**config.mk**
```make
export PLATFORM = sky130hd
export DESIGN_NAME = rule_update_decoder
export DESIGN_NICKNAME = d
export VERILOG_FILES = /design/src/rtl/rule_update_decoder.sv
export SDC_FILE = /design/constraint.sdc
export NUM_CORES = 1
export LEC_CHECK = 0
export BUFFER_PORTS_ARGS = -buffer_cell sky130_fd_sc_hd__buf_2
export CAP_MARGIN = 20
export CORE_AREA = 4 4 105 107
export CTS_CLUSTER_DIAMETER = 150
export DETAILED_ROUTE_END_ITERATION = 7
export DIE_AREA = 0 0 109 111
export PLACE_DENSITY = 0.79
export SETUP_SLACK_MARGIN = 0.4
export SYNTH_ARGS = -nofsm -noshare
export SYNTH_HDL_FRONTEND = slang
export SYNTH_SLANG_ARGS = --single-unit
```
**constraint.sdc**
```tcl
create_clock -name clk -period 3.08 [get_ports clk]
set_input_delay 0 -clock clk [delete_from_list [all_inputs] [get_ports clk]]
set_output_delay 0 -clock clk [all_outputs]
set_load 0.05 [all_outputs]
```
**src/rtl/rule_update_decoder.sv**
```systemverilog
module rule_update_decoder #(
  parameter int N    = 8,
  parameter int S    = 2,
  parameter int NSTR = 3,
  localparam int L   = NSTR * S,
  localparam int RW  = $clog2(N),
  localparam int PW  = $clog2(L + 1),
  localparam int E   = 1 << S
) (
  input  logic            clk,
  input  logic            rst_n,
  input  logic [L-1:0]    hdr_in,
  input  logic            hdr_vld,
  input  logic            upd_vld,
  input  logic [1:0]      upd_op,
  input  logic [RW-1:0]   upd_rid,
  input  logic [PW-1:0]   upd_plen,
  output logic            busy,
  output logic            upd_done,
  output logic            upd_err,
  output logic            tbl_we,
  output logic [S-1:0]    tbl_idx,
  output logic [RW-1:0]   tbl_rid,
  output logic [NSTR-1:0] tbl_bit,
  output logic            match_vld,
  output logic [N-1:0]    match_vec
);
  localparam logic [1:0] OP_INS = 2'b01, OP_DEL = 2'b10;

  logic [N-1:0]  tbl [NSTR][E];
  logic [N-1:0]  valid;
  logic [1:0]    op_q;
  logic [RW-1:0] rid_q;
  logic [L-1:0]  val_q;
  logic [PW-1:0] plen_q;
  logic          err_q;
  logic [S-1:0]  cnt;
  logic [N-1:0]  hit;
  logic          accept, bad;

  assign accept  = upd_vld & ~busy;
  assign bad     = (upd_op == 2'b00) | ((upd_op == OP_INS) == valid[upd_rid]);
  assign tbl_we  = busy & op_q[0] & ~err_q;
  assign tbl_idx = cnt;
  assign tbl_rid = rid_q;

  always_comb begin
    for (int k = 0; k < NSTR; k++) begin
      logic diff;
      diff = 1'b0;
      for (int j = 0; j < S; j++) begin
        int pos;
        pos = k * S + (S - 1 - j);
        if (pos < int'(plen_q))
          diff = diff | (cnt[j] ^ val_q[L-1-pos]);
      end
      tbl_bit[k] = ~diff;
    end
  end

  always_comb begin
    hit = valid;
    for (int k = 0; k < NSTR; k++)
      hit = hit & tbl[k][hdr_in[L-1-k*S -: S]];
  end

  always_ff @(posedge clk) begin
    if (!rst_n) begin
      valid <= '0; busy <= 1'b0; upd_done <= 1'b0; upd_err <= 1'b0;
      match_vld <= 1'b0; match_vec <= '0; cnt <= '0;
      op_q <= '0; rid_q <= '0; val_q <= '0; plen_q <= '0; err_q <= 1'b0;
      for (int k = 0; k < NSTR; k++)
        for (int e = 0; e < E; e++) tbl[k][e] <= '0;
    end else begin
      upd_done  <= 1'b0;
      upd_err   <= 1'b0;
      match_vld <= hdr_vld & ~busy & ~upd_vld;
      if (hdr_vld & ~busy & ~upd_vld) match_vec <= hit;
      if (accept) begin
        busy <= 1'b1; op_q <= upd_op; rid_q <= upd_rid; val_q <= hdr_in;
        plen_q <= upd_plen; err_q <= bad; cnt <= '0;
      end else if (busy) begin
        if (err_q) begin
          busy <= 1'b0; upd_done <= 1'b1; upd_err <= 1'b1;
        end else if (op_q == OP_DEL) begin
          valid[rid_q] <= 1'b0; busy <= 1'b0; upd_done <= 1'b1;
        end else begin
          for (int k = 0; k < NSTR; k++) tbl[k][cnt][rid_q] <= tbl_bit[k];
          cnt <= cnt + 1'b1;
          if (cnt == S'(E - 1)) begin
            valid[rid_q] <= 1'b1; busy <= 1'b0; upd_done <= 1'b1;
          end
        end
      end
    end
  end


  busy_blocks_lookup_chk: assert property (@(posedge clk) disable iff (!rst_n)
    busy |=> !match_vld);

  idx_step_chk: assert property (@(posedge clk) disable iff (!rst_n)
    (tbl_we && tbl_idx != S'(E - 1)) |=> (tbl_we && tbl_idx == $past(tbl_idx) + 1'b1));

  done_after_busy_chk: assert property (@(posedge clk) disable iff (!rst_n)
    $fell(busy) |-> upd_done);

  done_pulse_chk: assert property (@(posedge clk) disable iff (!rst_n)
    upd_done |=> !upd_done);

  err_with_done_chk: assert property (@(posedge clk) disable iff (!rst_n)
    upd_err |-> (upd_done && !busy));
endmodule

```
==> impl_metrics.ini, run 1 <==
[timing]
rsz0062_at_grt = false
maxSlewViolCount = 0
fmax_ghz = 0.452
period_minus_slack_ns = 2.21
worst_slew_pin_slew_ns = 0.995
fin_crit_sh_pct = 71.9
finalSetupTns_ns = 0
hold_violations = 0
slew_headroom_pct = 33.0
skew_ns = 0.00934
hold_ws_ns = 0.0239
setup_violations = 0

[die]
initial_core_util_pct = 59.4
die_w_um = 109
dieHeight_um = 111
die-area_um2 = 12100
fp.coreArea_um2 = 10100
io_pins = 39
rows = 37

[placement]
numPortBuffers = 38
post-dp-hpwl_mm = 8.51
dpl_cell_area_um2 = 6260
gp_congestion = 0.797
dp_cells = 670

[clocking]
clockRootBuffer = clkbuf_8
cts_sinks = 133
clockBufferDepth = 2
numCtsBuffers = 17
post_cts_buffers = 0
h-tree-depth = 4
clk_pin_slew_ns = 0.06
clk-insertion-delay-late_ns = 0.52
cts_tree = done

[logic_synthesis]
synth_fa_ha_area_share_pct = 0.830
ys_seq_elements = 133
yosysSeqAreaShare_pct = 60.1
synth_top_family_by_area = simple AND/OR/NAND/NOR gates
synth_mux_area_share_pct = 7.54
synthArstFlopShare_pct = 0
syn_area_um2 = 6030
synth-warning-count = 0
synth.avg_cell_area_um2 = 11.5
synth-edff-count = 96
synthSimpleGateAreaFrac_pct = 17.2
yosysMostFrequentCell = nor2_1
netlist_instances = 526
syn-num-nets = 548
synthTopCellsByCount = 101 x nor2_1, 96 x edfxtp_1, 68 x nand2_1
synth_top_area_cell = edfxtp_1
ys_types = 38
synth_compound_area_share_pct = 9.61
synthXorXnorAreaFrac_pct = 1.02
synth_ff_type = edfxtp_1
yosys.area.top_type_share_pct = 47.8
synth_area_leaders = edfxtp_1 48%, dfxtp_1 12%, nor2_1 6.3%

[final_layout]
final_cells = 713
seq_area_um2 = 3620
final_area_um2 = 6940
fillers = 696
drive_gt1_share_pct = 16.8
antenna_cells = 0
area_growth_pct = 15.2
multiInputGateArea_um2 = 2190
finish.utilization_pct = 68.5
final_nets = 586

[setup_path]
start_kind = flip-flop
endpoint_kind = flip-flop
critPathMaxFanout = 8
cp.arrival_ns = 2.43
crit_type = reg2reg
crit_required_ns = 3.30

[pwr]
peakVddDrop_mv = 0.379
power.share.combinational_pct = 7.7
power.leakage_nw = 2.83
p_seq_share_pct = 47.2
p_sw_share_pct = 24.4
p_sw_mw = 1.05
p_int_mw = 3.25
p_per_area_nw_per_um2 = 619
clkPwrFrac_pct = 45.1

[routing]
drt_wl_total_mm = 14.2
firstDrtPassIters = 5
drt_iter0_drc = 522
ant_nets = 0
vias = 4355
wl_per_cell_um = 20.0
drc = 0
viasPerCell = 6.11

[status]
outcome = finished clean

[global_route]
first_global_vias = 4274
antenna_found_initial = 0
grt_util_met2_pct = 40.2
grtUsageMet1_pct = 33.3
use_met3_pct = 6.00
track_usage_pct = 24.9
overflow = 0
grt_max_degree = 43
grt_first_pass_wirelength_mm = 22.7
busiest_layer = met2

[job]
max_cap_viol_count = 0

[min_path]
hp-class = in2reg
[sequential cells by signal, summed over array words and instances, names as in the netlist, 2 cells and up, named ones only]
name	count
op_q	2
plen_q	3
match_vec	8
tbl	96
tbl_rid	3
tbl_idx	2
val_q	6
[cell families (layout without fill, tap and decap cells)]
group | Yosys count | count (layout)
AND/OR/NAND/NOR | 221 | 221
flip-flops | 133 | 133
AO/OA/AOI/OAI | 77 | 77
buffers and inverters | 46 | 97
multiplexers | 38 | 38
XOR/XNOR | 7 | 7
adder cells (fa/ha/maj) | 4 | 4
[metrics by stage]
step / power, mW / setup WS (ns)
after floorplan: 2.29 / 1.10
after global placement: 2.37 / 1.00
after detailed placement: 2.38 / 0.895
after global routing: 4.42 / 0.706
after CTS: 4.30 / 0.868
final: 4.30 / 0.867
[power groups by stage]
stage | combinational (mW) | sequential [mW] | clock [mW]
finish | 0.330 | 2.03 | 1.94
global route | 0.354 | 2.04 | 2.03
CTS | 0.328 | 2.03 | 1.94
detailed placement | 0.314 | 2.06 | 0
global placement | 0.307 | 2.06 | 0
floorplan | 0.220 | 2.07 | 0
[worst paths after layout]
check / cells past startpoint / to / from / slack (ns)
min: 2 / val_q[1]$_SDFFE_PN0P_ / hdr_in[1] / 0.02
max reg2reg: 4 / tbl[0][33]$_SDFFCE_PN0P_ / tbl_idx[1]$_SDFFE_PP0P_ / 0.87
max: 4 / tbl[0][33]$_SDFFCE_PN0P_ / tbl_idx[1]$_SDFFE_PP0P_ / 0.87
min reg2reg: 1 / match_vec[2]$_SDFFE_PN0P_ / match_vec[2]$_SDFFE_PN0P_ / 0.48
[timing repair]
| item | CTS | global route |
|---|---|---|
| setup endpoints to repair | 0 | 0 |
| gates resized for setup | 0 | 0 |
| hold buffers | 11 | 0 |
| endpoints found under the hold margin | 12 | 0 |
[worst max-delay path, stage by stage (launching register included)]
cell and delay, ns:
dfxtp_1 0.54, ha_1 0.29, nor4b_4 0.62, nand2_1 0.24, nand2_1 0.22
[final cells by class]
type	instances	share of cell area [%]
well taps	136	2.45
multi-input cells	347	31.5
inverters	9	0.487
clock buffers	18	6.02
repair buffers	56	5.08
flip-flops and latches	133	52.2
clock inverters	14	2.20
[layer usage]
layer / part of all wire, % / wire length (um)
met1: 39 / 5490
met2: 49 / 6930
met3: 11 / 1540
met4: 2.0 / 281
met5: 0 / 0
[placed cells by master (no fill, tap or decap), drive strengths merged]
master	Yosys	final
nand3	6	6
nor4	1	1
nand2b	1	1
a2111oi	5	5
nor2b	17	17
xor2	4	4
mux2	9	9
and3	3	3
a21oi	5	5
dlygate4sd3	0	11
bufinv	0	2
nor3	4	4
a221oi	7	7
and3b	2	2
and2	3	3
mux2i	24	24
ha	4	4
buf	22	45
nor3b	4	4
edfxtp	96	96
a22o	22	22
xnor2	3	3
o211a	5	5
a32o	1	1
mux4	5	5
nor2	101	101
clkbuf	15	18
a211oi	14	14
nor4b	7	7
clkinv	0	6
nand2	69	69
dfxtp	37	37
clkinvlp	0	3
o22ai	1	1
o21ai	17	17
inv	9	12
or3	3	3
Power figures use the tool's default switching activity.
==> run 2: changes to the inputs <==
--- a/config.mk
+++ b/config.mk
@@ -5,13 +5,14 @@
 export SDC_FILE = /design/constraint.sdc
 export NUM_CORES = 1
 export LEC_CHECK = 0
+export ABC_AREA = 1
 export BUFFER_PORTS_ARGS = -buffer_cell sky130_fd_sc_hd__buf_2
 export CAP_MARGIN = 20
-export CORE_AREA = 4 4 105 107
+export CORE_AREA = 4 4 107 109
 export CTS_CLUSTER_DIAMETER = 150
 export DETAILED_ROUTE_END_ITERATION = 7
-export DIE_AREA = 0 0 109 111
-export PLACE_DENSITY = 0.79
+export DIE_AREA = 0 0 111 113
+export PLACE_DENSITY = 0.77
 export SETUP_SLACK_MARGIN = 0.4
 export SYNTH_ARGS = -nofsm -noshare
 export SYNTH_HDL_FRONTEND = slang
==> constraint.sdc (replaced) <==
create_clock -name clk -period 2.1 [get_ports clk]
set_input_delay 0 -clock clk [delete_from_list [all_inputs] [get_ports clk]]
set_output_delay 0 -clock clk [all_outputs]
set_load 0.05 [all_outputs]
==> run 2 against run 1 <==
- global-route usage increased by 1.6 points
- register-to-register slack got worse by 0.46 ns
- die area increased by 3.7%
- clock power increased by 46%
- final cell count increased by 27%
- non-clock buffer count increased by 19
- worst setup slack got worse by 0.46 ns
- first-iteration DRC count increased by 11%
- synthesized cell count increased by 31%
- power increased by 52%
- combinational power increased by 120%
- largest cell class unchanged
==> impl_metrics.ini, run 2 <==
[timing]
period_minus_slack_ns = 1.70
skew_ns = 0.00833
maxSlewViolCount = 0
post-route-worst-setup-slack_ns = 0.403
finalSetupTns_ns = 0
fin_crit_sh_pct = 80.8
worst_slew_pin_slew_ns = 0.582
rsz0062_at_grt = true
hold_violations = 0
slew_headroom_pct = 61.0
fmax_ghz = 0.589
setup_violations = 0

[placement]
numPortBuffers = 38
pre_cts_slack_ns = 0.360
post-dp-hpwl_mm = 10.4
gp_congestion = 0.867

[logic_synthesis]
synth-edff-count = 96
syn-num-nets = 710
ys_seq_elements = 133
synth.avg_cell_area_um2 = 8.96
yosysMostFrequentCell = nand2_1
ys_types = 29
synth_ff_type = edfxtp_1
synthArstFlopShare_pct = 0
yosys.area.top_type_share_pct = 46.8
synth-warning-count = 0
synthTopCellsByCount = 199 x nand2_1, 114 x nor2_1, 96 x edfxtp_1
synth_top_area_cell = edfxtp_1
synth_area_leaders = edfxtp_1 47%, nand2_1 12%, dfxtp_1 12%
netlist_instances = 688
yosysSeqAreaShare_pct = 58.8
syn_area_um2 = 6160

[global_route]
first_global_vias = 5203
overflow = 0
antenna_found_initial = 0
track_usage_pct = 26.5
grt_max_degree = 35
grt_first_pass_wirelength_mm = 25.7

[die]
rows = 38
io_pins = 39
initial_core_util_pct = 58.1
dieHeight_um = 113
fp.coreArea_um2 = 10600
die-area_um2 = 12500
die_w_um = 111

[final_layout]
largest_reg_flops = 96
final_cell_mix = 181 x nand2_1, 114 x nor2_1, 96 x edfxtp_1, 51 x nand3_1, 42 x inv_1
largest_register = tbl
area_growth_pct = 20.1
final_common_cell = nand2_1
drive_gt1_share_pct = 18.5
final_nets = 776
multiInputGateArea_um2 = 2260
seq_area_um2 = 3630
reg_top3 = tbl (96), match_vec (8), val_q (6)
fillers = 769
antenna_cells = 0

[setup_path]
setup.reg_to_reg.worst_slack_ns = 0.40
crit_type = reg2out
critPathMaxFanout = 6
r2r_cells = 4
r2r-start = tbl_rid[2]$_SDFFE_PN0P_
cp.arrival_ns = 1.70
start_kind = flip-flop
critical_path.startpoint = tbl_idx[0]$_SDFFE_PP0P_
r2r-end = tbl[0][94]$_SDFFCE_PN0P_
crit_required_ns = 2.10
endpoint_kind = primary output
crit_path_top_delay_cell = dfxtp_4
slowest_delay_ns = 0.38
path_common_cell = inv_2
path_cells = inv_2, a21oi_2, o21ai_2, a22oi_4, buf_12, inv_2, buf_6

[pwr]
p_per_area_nw_per_um2 = 884
clkPwrFrac_pct = 43.2
p_int_mw = 4.85
peakVddDrop_mv = 0.630
power.leakage_nw = 3.23
p_sw_share_pct = 25.8
p_seq_share_pct = 45.5
p_sw_mw = 1.69
power.share.combinational_pct = 11.2

[routing]
viasPerCell = 5.75
drt_wl_total_mm = 16.6
firstDrtPassIters = 5
drt_iter0_drc = 580
vias = 5214
wl_per_cell_um = 18.3
ant_nets = 0
drc = 0

[clocking]
clockBufferDepth = 2
cts_sinks = 133
clk-insertion-delay-late_ns = 0.52
clockRootBuffer = clkbuf_8
cts_tree = done
h-tree-depth = 4
clk_pin_slew_ns = 0.06
numCtsBuffers = 17

[min_path]
hp-start = hdr_in[2]
hold-path-endpoint = val_q[2]$_SDFFE_PN0P_
hp-class = in2reg
min_delay_path_depth = 4

[job]
max_cap_viol_count = 0

[status]
outcome = finished clean
## run 2: power by group through the flow
| stage | Sequential, mW | Clock [mW] | Combinational [mW] |
|---|---|---|---|
| after floorplan | 3.10 | 0 | 0.390 |
| after global placement | 3.03 | 0 | 0.632 |
| after detailed placement | 3.03 | 0 | 0.647 |
| after CTS | 2.98 | 2.81 | 0.698 |
| after global routing | 2.99 | 2.93 | 0.791 |
| final | 2.98 | 2.83 | 0.735 |
## run 2: how the worst max path moves through the flow
stage / to / slack (ns) / cells after the start
3_5_place_dp: flip-flop / 0.36 / 8
4_1_cts: tbl_bit[0] / 0.30 / 7
6_report: tbl_bit[0] / 0.40 / 7
2_1_floorplan: tbl[0][15]$_SDFFCE_PN0P_ / 0.40 / 4
5_1_grt: tbl[0][62]$_SDFFCE_PN0P_ / 0.30 / 4
3_3_place_gp: flip-flop / 0.50 / 8
## run 2: timing repair
action | in CTS | in global routing
cloned | 1 | 0
endpoints found under the hold margin | 20 | 0
gates resized for setup | 4 | 26
pin swaps | 1 | 4
hold buffers | 11 | 0
buffers inserted | 2 | 9
endpoints found under the setup margin | 7 | 131
## run 2: metal layers
metal / routed length (um) / global-route usage, % / up-vias
met5: 0 / 0 / -
met4: 587 / 12.7 / 0
met3: 1760 / 5.72 / 56
met2: 8370 / 46.4 / 336
met1: 5860 / 31.3 / 2429
li1: - / - / 2393
## run 2: final cells by class
cell class / instances / area share, %
timing repair buffer: 75 / 7.62
multi-input combinational: 474 / 30.6
inverter: 53 / 2.69
tap: 140 / 2.37
clock inverter: 13 / 1.81
clock buffer: 19 / 5.83
sequential: 133 / 49.1
## run 2: worst max-delay path, delay by kind of cell, from the launching register on
| kind | cells | cell delay [ns] |
|---|---|---|
| flip-flops | 1 | 0.38 |
| AO/OA/AOI/OAI | 3 | 0.39 |
| buffers and inverters | 4 | 0.40 |
## run 2: through the flow
step	hold slack (ns)	total power, mW	util (%)	instances	instance area (um^2)
2_1_floorplan	0.113	3.49	-	688	6180
3_3_place_gp	0.203	3.66	61.4	852	6510
3_5_place_dp	0.205	3.68	61.4	852	6510
4_1_cts	0.00996	6.49	68.3	898	7240
5_1_grt	0.0495	6.71	69.8	907	7400
6_report	0.0257	6.54	69.8	907	7400
## run 2: cells by family after synthesis
logic type,after synthesis,share of synthesized area (%)
buf+inv,81,5.99
flops,133,58.8
simple gates,389,27.2
fa+ha+maj,4,0.812
xor+xnor,4,0.568
compound gates,77,6.70
